File: src/rtl/wdt_pkg.sv
package wdt_pkg;

   // Field positions inside the control word
   localparam int EN_BIT   = 0;
   localparam int MODE_BIT = 1;
   localparam int SEL_LSB  = 2;
   localparam int STAT_BIT = 7;

   // Period scaling variants
   localparam int SCALE_GEOMETRIC = 0;
   localparam int SCALE_LINEAR    = 1;

   typedef enum logic {
      RESP_RESET  = 1'b0,
      RESP_BUSERR = 1'b1
   } resp_e;

endpackage

File: src/rtl/wdt_csr.sv
module wdt_csr
   import wdt_pkg::*;
#(
   parameter int ADDR_W     = 4,
   parameter int DATA_W     = 32,
   parameter int SEL_W      = 3,
   parameter int CSR_OFFSET = 8
) (
   input  logic              clk,
   input  logic              por_n,
   input  logic              sys_rst_i,
   input  logic [ADDR_W-1:0] bus_addr,
   input  logic              bus_wr,
   input  logic [DATA_W-1:0] bus_wdata,
   output logic [DATA_W-1:0] bus_rdata,
   input  logic              fire_i,
   output logic              en_o,
   output resp_e             mode_o,
   output logic [SEL_W-1:0]  tsel_o,
   output logic              status_o,
   output logic              wr_hit_o,
   output logic              wr_en_o,
   output logic [SEL_W-1:0]  wr_tsel_o,
   output logic              clr_o
);

   localparam logic [ADDR_W-1:0] OFS = ADDR_W'(CSR_OFFSET);

   logic             addr_hit;
   logic             en_q;
   resp_e            mode_q;
   logic [SEL_W-1:0] tsel_q;
   logic             status_q;

   assign addr_hit  = (bus_addr == OFS);
   assign wr_hit_o  = bus_wr && addr_hit;
   assign wr_en_o   = bus_wdata[EN_BIT];
   assign wr_tsel_o = bus_wdata[SEL_LSB +: SEL_W];
   assign clr_o     = wr_hit_o && bus_wdata[STAT_BIT];

   // Control fields: cleared by either reset
   always_ff @(posedge clk or negedge por_n) begin
      if (!por_n) begin
         en_q   <= 1'b0;
         mode_q <= RESP_RESET;
         tsel_q <= '0;
      end else if (sys_rst_i) begin
         en_q   <= 1'b0;
         mode_q <= RESP_RESET;
         tsel_q <= '0;
      end else if (wr_hit_o) begin
         en_q   <= bus_wdata[EN_BIT];
         mode_q <= resp_e'(bus_wdata[MODE_BIT]);
         tsel_q <= bus_wdata[SEL_LSB +: SEL_W];
      end
   end

   // Sticky expiry flag: power-on reset only
   always_ff @(posedge clk or negedge por_n) begin
      if (!por_n) begin
         status_q <= 1'b0;
      end else if (fire_i) begin
         status_q <= 1'b1;
      end else if (clr_o) begin
         status_q <= 1'b0;
      end
   end

   always_comb begin
      bus_rdata = '0;
      if (addr_hit) begin
         bus_rdata[EN_BIT]               = en_q;
         bus_rdata[MODE_BIT]             = mode_q;
         bus_rdata[SEL_LSB +: SEL_W]     = tsel_q;
         bus_rdata[STAT_BIT]             = status_q;
      end
   end

   assign en_o     = en_q;
   assign mode_o   = mode_q;
   assign tsel_o   = tsel_q;
   assign status_o = status_q;


   csr_sysrst_disable_chk: assert property (@(posedge clk) disable iff (!por_n)
      sys_rst_i |=> !en_q);


   status_w1c_chk: assert property (@(posedge clk) disable iff (!por_n)
      $fell(status_q) |-> $past(clr_o));


   status_survives_chk: assert property (@(posedge clk) disable iff (!por_n)
      (status_q && !clr_o) |=> status_q);

endmodule

File: src/rtl/wdt_period.sv
module wdt_period
   import wdt_pkg::*;
#(
   parameter int SEL_W      = 3,
   parameter int BASE_EXP   = 10,
   parameter int STEP_EXP   = 2,
   parameter int SCALE_MODE = SCALE_GEOMETRIC,
   parameter int CNT_W      = 25
) (
   input  logic [SEL_W-1:0] tsel_i,
   output logic [CNT_W-1:0] period_o
);

   localparam int NSEL = 1 << SEL_W;

   logic [CNT_W-1:0] tbl [NSEL];

   for (genvar k = 0; k < NSEL; k++) begin : g_tbl
      if (SCALE_MODE == SCALE_GEOMETRIC) begin : g_geo
         localparam int SH = BASE_EXP + STEP_EXP * k;
         assign tbl[k] = CNT_W'(1) << SH;
      end else begin : g_lin
         assign tbl[k] = CNT_W'(k + 1) << BASE_EXP;
      end
   end

   assign period_o = tbl[tsel_i];

endmodule

File: src/rtl/wdt_counter.sv
module wdt_counter #(
   parameter int CNT_W = 25
) (
   input  logic             clk,
   input  logic             por_n,
   input  logic             srst_i,
   input  logic             en_i,
   input  logic             tick_i,
   input  logic             kick_i,
   input  logic             wr_hit_i,
   input  logic             wr_en_i,
   input  logic [CNT_W-1:0] period_i,
   output logic             fire_o
);

   logic [CNT_W-1:0] cnt_q;
   logic             last_tick;

   assign last_tick = tick_i && (cnt_q == CNT_W'(1));
   assign fire_o    = !srst_i && !wr_hit_i && en_i && !kick_i && last_tick;

   always_ff @(posedge clk or negedge por_n) begin
      if (!por_n) begin
         cnt_q <= '0;
      end else if (srst_i) begin
         cnt_q <= '0;
      end else if (wr_hit_i) begin
         cnt_q <= wr_en_i ? period_i : '0;
      end else if (!en_i) begin
         cnt_q <= '0;
      end else if (kick_i) begin
         cnt_q <= period_i;
      end else if (tick_i && (cnt_q != '0)) begin
         cnt_q <= cnt_q - CNT_W'(1);
      end
   end


   idle_clear_chk: assert property (@(posedge clk) disable iff (!por_n)
      (!en_i && !wr_hit_i) |=> (cnt_q == '0));


   fire_needs_en_chk: assert property (@(posedge clk) disable iff (!por_n)
      fire_o |-> en_i);


   no_tick_hold_chk: assert property (@(posedge clk) disable iff (!por_n)
      (en_i && !tick_i && !kick_i && !wr_hit_i && !srst_i) |=> $stable(cnt_q));


   reload_nonzero_chk: assert property (@(posedge clk) disable iff (!por_n)
      (en_i && kick_i && !wr_hit_i && !srst_i) |=> (cnt_q != '0));

endmodule

File: src/rtl/wdt_response.sv
module wdt_response
   import wdt_pkg::*;
#(
   parameter int RST_PULSE = 16
) (
   input  logic  clk,
   input  logic  por_n,
   input  logic  fire_i,
   input  resp_e mode_i,
   input  logic  clr_i,
   output logic  sys_rst_o,
   output logic  bus_err_n
);

   logic err_q;

   if (RST_PULSE == 1) begin : g_single
      logic pulse_q;
      always_ff @(posedge clk or negedge por_n) begin
         if (!por_n) pulse_q <= 1'b0;
         else        pulse_q <= fire_i && (mode_i == RESP_RESET);
      end
      assign sys_rst_o = pulse_q;
   end else begin : g_counted
      localparam int PW = $clog2(RST_PULSE + 1);
      logic [PW-1:0] left_q;
      always_ff @(posedge clk or negedge por_n) begin
         if (!por_n) begin
            left_q <= '0;
         end else if (fire_i && (mode_i == RESP_RESET)) begin
            left_q <= PW'(RST_PULSE);
         end else if (left_q != '0) begin
            left_q <= left_q - PW'(1);
         end
      end
      assign sys_rst_o = (left_q != '0);
   end

   always_ff @(posedge clk or negedge por_n) begin
      if (!por_n) begin
         err_q <= 1'b0;
      end else if (fire_i && (mode_i == RESP_BUSERR)) begin
         err_q <= 1'b1;
      end else if (clr_i) begin
         err_q <= 1'b0;
      end
   end

   assign bus_err_n = !err_q;


   rst_from_fire_chk: assert property (@(posedge clk) disable iff (!por_n)
      $rose(sys_rst_o) |-> $past(fire_i && (mode_i == RESP_RESET)));


   err_from_fire_chk: assert property (@(posedge clk) disable iff (!por_n)
      $fell(bus_err_n) |-> $past(fire_i && (mode_i == RESP_BUSERR)));


   err_hold_chk: assert property (@(posedge clk) disable iff (!por_n)
      (!bus_err_n && !clr_i) |=> !bus_err_n);

endmodule

File: src/rtl/watchdog_guard.sv
module watchdog_guard
   import wdt_pkg::*;
#(
   parameter int ADDR_W     = 4,
   parameter int DATA_W     = 32,
   parameter int SEL_W      = 3,
   parameter int BASE_EXP   = 10,
   parameter int STEP_EXP   = 2,
   parameter int SCALE_MODE = SCALE_GEOMETRIC,
   parameter int RST_PULSE  = 16,
   parameter int CSR_OFFSET = 8
) (
   input  logic              clk,
   input  logic              por_n,
   input  logic              sys_rst_i,
   input  logic [ADDR_W-1:0] bus_addr,
   input  logic              bus_wr,
   input  logic [DATA_W-1:0] bus_wdata,
   output logic [DATA_W-1:0] bus_rdata,
   input  logic              tick,
   input  logic              kick,
   output logic              sys_rst_o,
   output logic              bus_err_n
);

   localparam int NSEL    = 1 << SEL_W;
   localparam int MAX_EXP = BASE_EXP + STEP_EXP * (NSEL - 1);
   localparam int CNT_W   = (SCALE_MODE == SCALE_GEOMETRIC) ? MAX_EXP + 1
                                                            : BASE_EXP + SEL_W + 1;

   // Elaboration-time parameter checks
   if (DATA_W <= STAT_BIT) begin : g_bad_data_w
      $error("DATA_W too narrow for the control word");
   end
   if (SEL_LSB + SEL_W > STAT_BIT) begin : g_bad_sel_w
      $error("SEL_W overlaps the status bit");
   end
   if (CSR_OFFSET >= (1 << ADDR_W) || (CSR_OFFSET % 4) != 0) begin : g_bad_ofs
      $error("CSR_OFFSET must be word aligned and inside the address window");
   end
   if (RST_PULSE < 1) begin : g_bad_pulse
      $error("RST_PULSE must be at least one cycle");
   end
   if (CNT_W > 32) begin : g_bad_cnt
      $error("timeout range exceeds 32 counter bits");
   end
   if (SCALE_MODE != SCALE_GEOMETRIC && SCALE_MODE != SCALE_LINEAR) begin : g_bad_mode
      $error("unknown SCALE_MODE");
   end

   logic             en;
   resp_e            mode;
   logic [SEL_W-1:0] tsel;
   logic             status;
   logic             wr_hit;
   logic             wr_en;
   logic [SEL_W-1:0] wr_tsel;
   logic             clr;
   logic             fire;
   logic [SEL_W-1:0] period_sel;
   logic [CNT_W-1:0] period;

   wdt_csr #(
      .ADDR_W     (ADDR_W),
      .DATA_W     (DATA_W),
      .SEL_W      (SEL_W),
      .CSR_OFFSET (CSR_OFFSET)
   ) u_csr (
      .clk       (clk),
      .por_n     (por_n),
      .sys_rst_i (sys_rst_i),
      .bus_addr  (bus_addr),
      .bus_wr    (bus_wr),
      .bus_wdata (bus_wdata),
      .bus_rdata (bus_rdata),
      .fire_i    (fire),
      .en_o      (en),
      .mode_o    (mode),
      .tsel_o    (tsel),
      .status_o  (status),
      .wr_hit_o  (wr_hit),
      .wr_en_o   (wr_en),
      .wr_tsel_o (wr_tsel),
      .clr_o     (clr)
   );

   // One decoder serves both reload sources
   assign period_sel = wr_hit ? wr_tsel : tsel;

   wdt_period #(
      .SEL_W      (SEL_W),
      .BASE_EXP   (BASE_EXP),
      .STEP_EXP   (STEP_EXP),
      .SCALE_MODE (SCALE_MODE),
      .CNT_W      (CNT_W)
   ) u_period (
      .tsel_i   (period_sel),
      .period_o (period)
   );

   wdt_counter #(
      .CNT_W (CNT_W)
   ) u_counter (
      .clk      (clk),
      .por_n    (por_n),
      .srst_i   (sys_rst_i),
      .en_i     (en),
      .tick_i   (tick),
      .kick_i   (kick),
      .wr_hit_i (wr_hit),
      .wr_en_i  (wr_en),
      .period_i (period),
      .fire_o   (fire)
   );

   wdt_response #(
      .RST_PULSE (RST_PULSE)
   ) u_response (
      .clk       (clk),
      .por_n     (por_n),
      .fire_i    (fire),
      .mode_i    (mode),
      .clr_i     (clr),
      .sys_rst_o (sys_rst_o),
      .bus_err_n (bus_err_n)
   );


   fire_sets_status_chk: assert property (@(posedge clk) disable iff (!por_n)
      fire |=> status);


   reset_mode_keeps_err_chk: assert property (@(posedge clk) disable iff (!por_n)
      (fire && mode == RESP_RESET && bus_err_n) |=> bus_err_n);

endmodule

File: config.mk
export PLATFORM = sky130hd
export DESIGN_NAME = watchdog_guard
export DESIGN_NICKNAME = d
export VERILOG_FILES = /design/src/rtl/wdt_pkg.sv /design/src/rtl/wdt_csr.sv /design/src/rtl/wdt_period.sv /design/src/rtl/wdt_counter.sv /design/src/rtl/wdt_response.sv /design/src/rtl/watchdog_guard.sv
export SDC_FILE = /design/constraint.sdc
export NUM_CORES = 1
export LEC_CHECK = 0
export BUFFER_PORTS_ARGS = -buffer_cell sky130_fd_sc_hd__buf_4
export CAP_MARGIN = 20
export CORE_MARGIN = 3
export CORE_UTILIZATION = 35
export CTS_CLUSTER_DIAMETER = 200
export DETAILED_ROUTE_END_ITERATION = 8
export GPL_ROUTABILITY_DRIVEN = 0
export GPL_TIMING_DRIVEN = 0
export PLACE_DENSITY = 0.61
export SYNTH_ARGS = -nofsm -noshare
export SYNTH_HDL_FRONTEND = slang
export SYNTH_SLANG_ARGS = --single-unit
File: constraint.sdc
create_clock -name clk -period 6.91 [get_ports clk]
set_input_delay 0 -clock clk [delete_from_list [all_inputs] [get_ports clk]]
set_output_delay 0 -clock clk [all_outputs]
set_load 0.05 [all_outputs]
==> results of run 1 <==
-- Yosys cell counts, drive strengths merged (2+ instances only) --
library cell | count | area share (%)
buf | 33 | 9.2
o21ai | 13 | 2.5
o41ai | 3 | 1.0
a211oi | 3 | 0.87
a31oi | 2 | 0.49
inv | 15 | 2.2
o221ai | 2 | 0.68
nor2b | 3 | 0.73
nor3 | 9 | 1.7
nand4 | 5 | 1.2
xnor2 | 5 | 1.7
nor4 | 10 | 3.5
a21oi | 19 | 3.7
nor2 | 19 | 3.1
or4b | 2 | 0.78
or3 | 9 | 2.4
nor4b | 3 | 1.3
nand3 | 6 | 1.2
nand4b | 5 | 1.9
clkbuf | 5 | 0.73
o211ai | 4 | 1.2
or4 | 10 | 3.1
dfrtp | 37 | 36
o2111ai | 2 | 0.92
o22ai | 2 | 0.49
nand2 | 27 | 3.9
mux2i | 2 | 0.78
ha | 5 | 2.4
and2 | 6 | 1.5
a32o | 4 | 1.6
nand3b | 2 | 0.58
a41oi | 2 | 0.68
o31ai | 6 | 1.7
-- flip-flops by register name, indices dropped and copies added, names as in the netlist --
signal and cells:
u_csr.status_o 1, u_response.err_q 1, u_csr.mode_o 1, u_csr.en_o 1, u_counter.cnt_q 25, u_csr.tsel_o 3, u_response.g_counted.left_q 5
-- worst paths after layout --
path                                                  end  slack [ns]  depth (start not counted)          startpoint
max                                   u_counter.cnt_q[14]        4.25                          7  u_counter.cnt_q[0]
min                                            u_csr.en_o        0.02                          3        bus_wdata[0]
max reg2reg                           u_counter.cnt_q[14]        4.25                          7  u_counter.cnt_q[0]
min reg2reg                              u_response.err_q        0.48                          2    u_response.err_q
max in group asynchronous  u_response.g_counted.left_q[1]        6.36                          2               por_n
min in group asynchronous              u_counter.cnt_q[6]        0.20                          2               por_n
-- worst max-delay path, cell delays in order, from the launching register on --
cell,delay [ns]
dfrtp_1,0.46
inv_1,0.11
ha_1,0.30
nor4b_1,0.38
nand4b_1,0.39
or4_2,0.65
a31oi_1,0.18
a32o_1,0.14
-- metal layers --
metal / share of wire (%) / track usage (%)
met5: 0 / 0
met4: 1.8 / 5.45
met3: 5.6 / 3.04
met2: 44 / 23.3
met1: 49 / 21.7
-- power by group through the flow --
stage	Sequential [µW]	Combinational [µW]	Clock [µW]
floorplan	248	117	0
global placement	250	143	0
detailed placement	251	144	0
CTS	246	148	233
global route	248	163	242
finish	246	147	227
-- area by class of cell --
class | instances | area, µm²
plain buffers | 38 | 256
clock buffers | 5 | 68.8
well taps | 96 | 120
flip-flops and latches | 37 | 926
multi-input cells | 229 | 1430
repair buffers | 28 | 223
fillers | 703 | 3830
inverters | 15 | 56.3
clock inverters | 3 | 65.1
-- layout by cell type (no fill, tap or decap), drive strengths merged, types with 6 or more instances in the layout --
cell         synthesis  layout
nor3                 9       9
buf                 33      55
nand3                6       6
clkbuf               5      10
dlygate4sd3          0       6
o21ai               13      13
nor2                19      19
conb                 1      26
dfrtp               37      37
a21oi               19      19
nand2               27      27
o31ai                6       6
or4                 10      10
and2                 6       6
inv                 15      15
nor4                10      10
or3                  9       9
-- through the flow --
step	utilization (%)	cell area (µm²)	power, µW
6_report	45.1	3150	620
5_1_grt	45.1	3150	653
4_1_cts	45.0	3140	627
3_5_place_dp	42.3	2950	395
3_3_place_gp	42.3	2950	392
2_1_floorplan	-	2670	365
-- kinds of logic (layout without fill, tap and decap cells) --
family | Yosys count | count (layout) | synth area share, %
multiplexers | 2 | 2 | 0.776
XOR/XNOR | 6 | 6 | 2.04
buffers and inverters | 53 | 89 | 12.1
AND/OR/NAND/NOR | 122 | 122 | 28.6
flip-flops | 37 | 37 | 35.9
AO/OA/AOI/OAI | 68 | 68 | 18.0
adder cells (fa/ha/maj) | 5 | 5 | 2.43
other | 1 | 26 | 0.145
==> metrics.yaml, run 1 <==
status:
  status: "complete, no violations"
pwr:
  switching_share_pct: 30.0
  powerDensity_nw_per_um2: 197
  power_frac_comb_pct: 23.8
  clockPowerShare_pct: 36.6
  p_sw_uw: 186
  p_leak_uw: 0.00143
  vdd_ir_drop_max_uv: 89.1
  p_int_uw: 435
  seqPwrFrac_pct: 39.6
finish:
  nNetsFinal: 401
  areaGrowthSynthToFinish_pct: 22.1
  stdcell_count: 451
  diodes: 0
  drive_gt1_share_pct: 21.4
timing:
  hold_violations: 0
  worstMarginPinSlew_ns: 0.918
  max_freq_mhz: 376
  maxSlewHeadroom_pct: 37.9
  finalCritPeriodShare_pct: 38.5
  layout_setup_ws_ns: 4.25
  setup_viol: 0
  fin_hold_ws_ns: 0.0249
  setup_tns_ns: 0
  clock_skew_ns: 0.00399
  fin_crit_ns: 2.66
  slew_violations: 0
  rsz0062_at_grt: "false"
clock_network:
  cts_max_path_buffers: 2
  cts_hold_buf: 6
  cts_root_buf: "clkbuf_8"
  cts_max_level: 2
  cts_setup_buffers: 0
  cts_tree: "done"
  clkLatencyLatePin_ns: 0.30
  numCtsBuffers: 5
  cts_resized: 0
  clock_sinks: 37
  clk_pin_slew_ns: 0.08
route:
  drtIter0Drc: 176
  vias_per_cell: 5.08
  first_pass_iters: 5
  drc: 0
  vias: 2291
  routedWlPerCell_um: 14.0
  ant_nets: 0
  routed_wl_um: 6340
logic_synthesis:
  ys.flop_type: "dfrtp_1"
  syn_area_per_cell_um2: 8.77
  synth_enable_flop_cells: 0
  syn_area_um2: 2580
  yosysSeqAreaShare_pct: 35.9
  synth_cells: 294
  synth_seq_cells: 37
  synth_warnings: 0
  synth_cell_types: 60
  synthArstFlopShare_pct: 100
place:
  dp_cells: 436
  dp_hpwl_um: 4640
  io_buffers: 21
  place_ws_ns: 4.30
floorplan:
  die_h_um: 91.8
  io_pins: 76
  die_width_um: 91.8
  core_area_um2: 6980
  fp-row-count: 30
  dieArea_um2: 8430
  start_util_pct: 36.9
setup_path:
  timing.critical_path.arrival_ns: 2.90
  critPathCaptureType: "flip-flop"
  startpoint_type: "flip-flop"
  worstSetupPathType: "reg -> reg"
  cp.required_ns: 7.15
  crit_fanout: 8
hold_path:
  hold_class: "in -> reg"
global_route:
  gr-usage-all-layers_pct: 15.3
  grt_max_degree: 38
  antenna_found_initial: 0
  grt-ovfl-total: 0
  grt_pass1_vias: 2083
  grt_pass1_wl_um: 10500
run:
  maxCapViolCount: 0
No activity file was read; power rests on OpenSTA's default activity.
==> inputs of run 2 (changes only) <==
--- a/config.mk
+++ b/config.mk
@@ -5,6 +5,7 @@
 export SDC_FILE = /design/constraint.sdc
 export NUM_CORES = 1
 export LEC_CHECK = 0
+export ABC_AREA = 1
 export BUFFER_PORTS_ARGS = -buffer_cell sky130_fd_sc_hd__buf_4
 export CAP_MARGIN = 20
 export CORE_MARGIN = 3
@@ -13,7 +14,7 @@
 export DETAILED_ROUTE_END_ITERATION = 8
 export GPL_ROUTABILITY_DRIVEN = 0
 export GPL_TIMING_DRIVEN = 0
-export PLACE_DENSITY = 0.61
+export PLACE_DENSITY = 0.6
 export SYNTH_ARGS = -nofsm -noshare
 export SYNTH_HDL_FRONTEND = slang
 export SYNTH_SLANG_ARGS = --single-unit
==> constraint.sdc (replaced) <==
create_clock -name clk -period 2.7 [get_ports clk]
set_input_delay 0 -clock clk [delete_from_list [all_inputs] [get_ports clk]]
set_output_delay 0 -clock clk [all_outputs]
set_load 0.05 [all_outputs]
==> metrics.yaml, run 2 <==
status:
  status: "complete, no violations"
route:
  vias: 2450
  vias_per_cell: 4.45
  drtIter0Drc: 141
  drc: 0
  ant_nets: 0
  first_pass_iters: 6
  routedWlPerCell_um: 11.2
  routed_wl_um: 6170
clock_network:
  cts_max_level: 2
  cts_root_buf: "clkbuf_8"
  clkLatencyLatePin_ns: 0.28
  numCtsBuffers: 5
  cts_setup_buffers: 0
  clk_pin_slew_ns: 0.07
  cts_tree: "done"
  cts_resized: 0
  clock_sinks: 37
  cts_hold_buf: 3
  cts_max_path_buffers: 2
setup_path:
  path_depth: 11
  cpMostUsedCell: "nand2_1"
  cp.required_ns: 2.88
  startpoint_type: "flip-flop"
  worstSetupPathType: "reg -> reg"
  crit_fanout: 6
  cp_slowest_cell: "dfrtp_1"
  path_cells: "inv_1 > ha_1 > nand2_1 > nor2_2 > nand2_1 > inv_1 > nand2_1 > a21oi_1 > o21ai_0 > nand2_1 > nand2_1"
  timing.critical_path.arrival_ns: 2.08
  critPathCaptureType: "flip-flop"
  r2r_cells: 11
  slowest_delay_ns: 0.41
  crit_buf_inv: 2
  cp_top_family: "simple AND/OR/NAND/NOR gates"
place:
  placed_area_um2: 3090
  dp_hpwl_um: 4780
  io_buffers: 23
pwr:
  p_sw_uw: 515
  seqPwrFrac_pct: 43.2
  clockPowerShare_pct: 26.6
  switching_share_pct: 34.8
  p_int_uw: 965
  powerDensity_nw_per_um2: 462
  p_leak_uw: 0.00182
  power_frac_comb_pct: 30.1
  vdd_ir_drop_max_uv: 244
logic_synthesis:
  yosysMostFrequentCell: "nand2_1"
  yosysSeqAreaShare_pct: 34.3
  yosys.area.top_type: "dfrtp_1"
  synth_commonest_cells: "nand2_1, nor2_1, inv_1"
  synth_enable_flop_cells: 0
  synth.area.top_cells: "dfrtp_1, nand2_1, nor2_1"
  synth_cell_types: 32
  synth_top_area_share_pct: 34.3
  synth_cells: 393
  synth_warnings: 0
  ys.flop_type: "dfrtp_1"
  synth_seq_cells: 37
  synthArstFlopShare_pct: 100
  syn_area_um2: 2700
  syn_area_per_cell_um2: 6.87
timing:
  setup_viol: 0
  slew_violations: 0
  clock_skew_ns: 0.00448
  fin_crit_ns: 1.91
  setup_tns_ns: 0
  hold_violations: 0
  max_freq_mhz: 525
  finalCritPeriodShare_pct: 70.6
  rsz0062_at_grt: "false"
floorplan:
  fp-row-count: 31
  die_h_um: 93.8
  dieArea_um2: 8800
  io_pins: 76
  core_area_um2: 7370
  start_util_pct: 36.6
  die_width_um: 93.8
run:
  maxCapViolCount: 0
finish:
  areaGrowthSynthToFinish_pct: 18.8
  layout_common_cells: "nand2_1, nor2_1, inv_1"
  final_core_util_pct: 43.5
  largest_register: "u_counter.cnt_q"
  final_common_cell: "nand2_1"
  drive_gt1_share_pct: 18.2
  largest_register_ffs: 25
  fill_cells: 798
  nNetsFinal: 498
  diodes: 0
  finalInstanceArea_um2: 3210
hold_path:
  hold_class: "in -> reg"
  holdPathStages: 3
global_route:
  grt_pass1_vias: 2312
  grt_max_degree: 38
  antenna_found_initial: 0
  grt_pass1_wl_um: 10800
  grt-ovfl-total: 0
  gr-usage-all-layers_pct: 15.3
-- run 2: cell count changes after synthesis, moves of 7 or more --
cell     delta
nor2_1     +40
or4_1       -8
nor2_2     +10
or3_1       -7
a21oi_1     -7
nand3_1    +20
nand2_1    +72
inv_1      +36
o21ai_0     +8
-- run 2: power groups by stage --
stage / combinational (µW) / sequential, µW / clock (µW)
after CTS: 449 / 641 / 413
after global routing: 510 / 649 / 431
after floorplan: 357 / 643 / 0
final: 446 / 640 / 394
after detailed placement: 443 / 652 / 0
after global placement: 436 / 649 / 0
-- run 2: per-stage QoR --
stage | hold WS (ns) | instances | total power (µW) | setup slack, ns
floorplan | -0.296 | 418 | 1000 | 0.914
global placement | 0.00454 | 540 | 1090 | 0.836
detailed placement | 0.00724 | 540 | 1100 | 0.814
CTS | 0.0371 | 550 | 1500 | 0.780
global route | 0.0700 | 550 | 1590 | 0.572
finish | 0.0454 | 550 | 1480 | 0.794
-- run 2: final cells by class --
class / count / area (µm²) / share of cell area (%)
Multi-Input combinational cell: 299 / 1450 / 45.3
Tap cell: 99 / 124 / 3.86
Buffer: 29 / 216 / 6.75
Timing Repair Buffer: 26 / 203 / 6.32
Clock buffer: 7 / 86.3 / 2.69
Sequential cell: 37 / 926 / 28.9
Inverter: 53 / 199 / 6.21
-- run 2: final timing paths --
check | from | endpoint | slack (ns)
worst max-delay path | u_counter.cnt_q[0] | u_counter.cnt_q[12] | 0.79
worst min-delay path | tick | u_counter.cnt_q[1] | 0.05
worst max register to register | u_counter.cnt_q[0] | u_counter.cnt_q[12] | 0.79
worst min register to register | u_counter.cnt_q[0] | u_counter.cnt_q[0] | 0.53
max in group asynchronous | por_n | u_response.g_counted.left_q[2] | 2.13
min in group asynchronous | por_n | u_counter.cnt_q[13] | 0.21
-- run 2: logic make-up (layout without fill, tap and decap cells) --
group                      after synthesis  after routing  synth area share [%]
AOI/OAI and AO/OA                       42             42                  8.25
xor gates and xnor gates                 3              3                 0.974
adders and majority gates                5              5                  2.32
buffers and inverters                   82            115                  15.4
DFF                                     37             37                  34.3
other                                    1             26                 0.139
and+or+nand+nor                        223            223                  38.6
-- run 2: worst reg2reg max path, stage by stage (launching register included) --
cell	delay, ns
dfrtp_1	0.41
inv_1	0.13
ha_1	0.21
nand2_1	0.11
nor2_2	0.26
nand2_1	0.18
inv_1	0.10
nand2_1	0.06
a21oi_1	0.12
o21ai_0	0.09
nand2_1	0.07
nand2_1	0.05
-- run 2: layer usage --
metal  vias to the layer above  GRT usage (%)  part of all wire [%]
li1                       1305              -                     -
met1                      1102           20.7                    48
met2                        41           25.3                    48
met3                         2           2.48                   4.0
met4                         0           3.61                  0.44
met5                         -              0                     0
==> inputs of run 3 (changes only) <==
--- a/config.mk
+++ b/config.mk
@@ -5,7 +5,7 @@
 export SDC_FILE = /design/constraint.sdc
 export NUM_CORES = 1
 export LEC_CHECK = 0
-export ABC_AREA = 1
+export ABC_AREA = 0
 export BUFFER_PORTS_ARGS = -buffer_cell sky130_fd_sc_hd__buf_4
 export CAP_MARGIN = 20
 export CORE_MARGIN = 3
@@ -14,7 +14,7 @@
 export DETAILED_ROUTE_END_ITERATION = 8
 export GPL_ROUTABILITY_DRIVEN = 0
 export GPL_TIMING_DRIVEN = 0
-export PLACE_DENSITY = 0.6
+export PLACE_DENSITY = 0.61
 export SYNTH_ARGS = -nofsm -noshare
 export SYNTH_HDL_FRONTEND = slang
 export SYNTH_SLANG_ARGS = --single-unit
==> constraint.sdc (replaced) <==
create_clock -name clk -period 1.9 [get_ports clk]
set_input_delay 0 -clock clk [delete_from_list [all_inputs] [get_ports clk]]
set_output_delay 0 -clock clk [all_outputs]
set_load 0.05 [all_outputs]
==> metrics.yaml, run 3 (synthesis gave the netlist of run 1 again) <==
status:
  status: "finished with violations"
  violations: "negative setup slack"
finish:
  final_common_cell: "buf_4"
  diodes: 0
  fill_cells: 654
  drive_gt1_share_pct: 41.2
  layout_common_cells: "buf_4, dfrtp_1, nand2_1, conb_1, a21oi_1"
  nNetsFinal: 432
  areaGrowthSynthToFinish_pct: 45.1
  largest_register: "u_counter.cnt_q"
  final_core_util_pct: 53.6
  largest_register_ffs: 25
pwr:
  vdd_ir_drop_max_uv: 433
  p_sw_uw: 737
  power_frac_comb_pct: 25.7
  switching_share_pct: 31.1
  clockPowerShare_pct: 35.8
  powerDensity_nw_per_um2: 633
  p_int_uw: 1630
  p_leak_uw: 0.00168
  power_uw: 2370
  seqPwrFrac_pct: 38.5
floorplan:
  die_h_um: 91.8
  io_pins: 76
  dieArea_um2: 8430
  start_util_pct: 36.9
  fp-row-count: 30
  core_area_um2: 6980
  die_width_um: 91.8
setup_path:
  startpoint_type: "flip-flop"
  critPathCaptureType: "flip-flop"
  worstSetupPathType: "reg -> reg"
  cp.required_ns: 2.12
  timing.critical_path.arrival_ns: 2.37
  crit_fanout: 4
global_route:
  gr-usage-all-layers_pct: 16.7
  grt_max_degree: 38
  grt_pass1_wl_um: 11400
  antenna_found_initial: 0
  grt_pass1_vias: 2308
  grt-ovfl-total: 0
clock_network:
  cts_tree: "done"
  clk_pin_slew_ns: 0.09
  clock_sinks: 37
  cts_max_path_buffers: 2
  cts_max_level: 2
  clkLatencyLatePin_ns: 0.30
  numCtsBuffers: 5
  cts_root_buf: "clkbuf_8"
route:
  drc: 0
  first_pass_iters: 4
  routedWlPerCell_um: 15.9
  routed_wl_um: 7660
  vias_per_cell: 5.21
  vias: 2513
  ant_nets: 0
  drtIter0Drc: 163
timing:
  setup_tns_ns: -2.86
  fin_crit_ns: 2.15
  hold_violations: 0
  max_freq_mhz: 465
  worstMarginPinSlew_ns: 0.813
  maxSlewHeadroom_pct: 45.5
  setup_viol: 28
  finalCritPeriodShare_pct: 113
  layout_setup_ws_ns: -0.249
  rsz0062_at_grt: "true"
  slew_violations: 0
  clock_skew_ns: 0.0128
run:
  maxCapViolCount: 0
place:
  dp_hpwl_um: 4620
  io_buffers: 21
hold_path:
  hold_class: "in -> reg"
==> run 3: cell count changes in the layout (fill, tap and decap cells not counted), moves of 14 or more <==
cell and delta:
nand2_1 -73, nor2_1 -43, nand3_1 -20, inv_1 -38
o21ai_0 -14, buf_4 +27
==> run 3: what timing repair did <==
item | 4_1_cts | 5_1_grt
endpoints found under the setup margin | 33 | 33
resized for setup | 22 | 58
endpoints found under the hold margin | 43 | 0
buffers inserted | 20 | 13
hold buffers | 6 | 0
pin swaps | 7 | 27
cloned | 0 | 1
==> run 3: final cells by class <==
cell class	count	area, µm²	share of cell area (%)
Sequential cell	37	935	25.0
Buffer	36	258	6.89
Multi-Input combinational cell	229	1750	46.7
Tap cell	96	120	3.21
Inverter	15	56.3	1.51
Timing Repair Buffer	61	492	13.1
Clock buffer	5	68.8	1.84
Clock inverter	3	65.1	1.74
==> run 3: final timing paths <==
| path | startpoint | endpoint | slack [ns] | depth (start not counted) |
|---|---|---|---|---|
| setup / recovery | u_counter.cnt_q[15] | u_counter.cnt_q[19] | -0.25 | 4 |
| hold / removal | bus_wdata[0] | u_csr.en_o | 0.02 | 3 |
| setup reg to reg | u_counter.cnt_q[15] | u_counter.cnt_q[19] | -0.25 | 4 |
| hold reg to reg | u_csr.status_o | u_csr.status_o | 0.48 | 2 |
| max in group asynchronous | por_n | u_counter.cnt_q[15] | 1.32 | 2 |
| min in group asynchronous | por_n | u_counter.cnt_q[3] | 0.20 | 2 |
==> run 3: power by group through the flow <==
stage          clock network [µW]  registers, µW  logic [µW]
6_report                      846            912         608
5_1_grt                       893            918         671
4_1_cts                       845            900         553
3_5_place_dp                    0            910         522
3_3_place_gp                    0            909         518
2_1_floorplan                   0            900         428
==> run 3: stage by stage <==
stage                     instance area (µm²)  hold slack, ns  std cells  worst slack (ns)
after floorplan                          2710          -0.296        319            -0.166
after global placement                   2990         0.00680        436            -0.621
after detailed placement                 2990         0.00995        436            -0.641
after CTS                                3430          0.0156        469            -0.249
after global routing                     3740          0.0459        482            -0.270
final                                    3740          0.0200        482            -0.249
==> run 3: metal layers <==
layer | global-route usage [%] | up-vias | part of all wire (%)
met1 | 23.1 | 1227 | 43
met4 | 3.71 | 0 | 1.7
met3 | 3.61 | 9 | 4.5
met5 | 0 | - | 0
met2 | 26.8 | 62 | 51
li1 | - | 1215 | -
==> run 3: worst max-delay path: stages (launching register included) <==
cell and delay, ns:
dfrtp_2 0.46, or4_4 0.60, or3_4 0.37, or4_4 0.49, a21oi_1 0.16
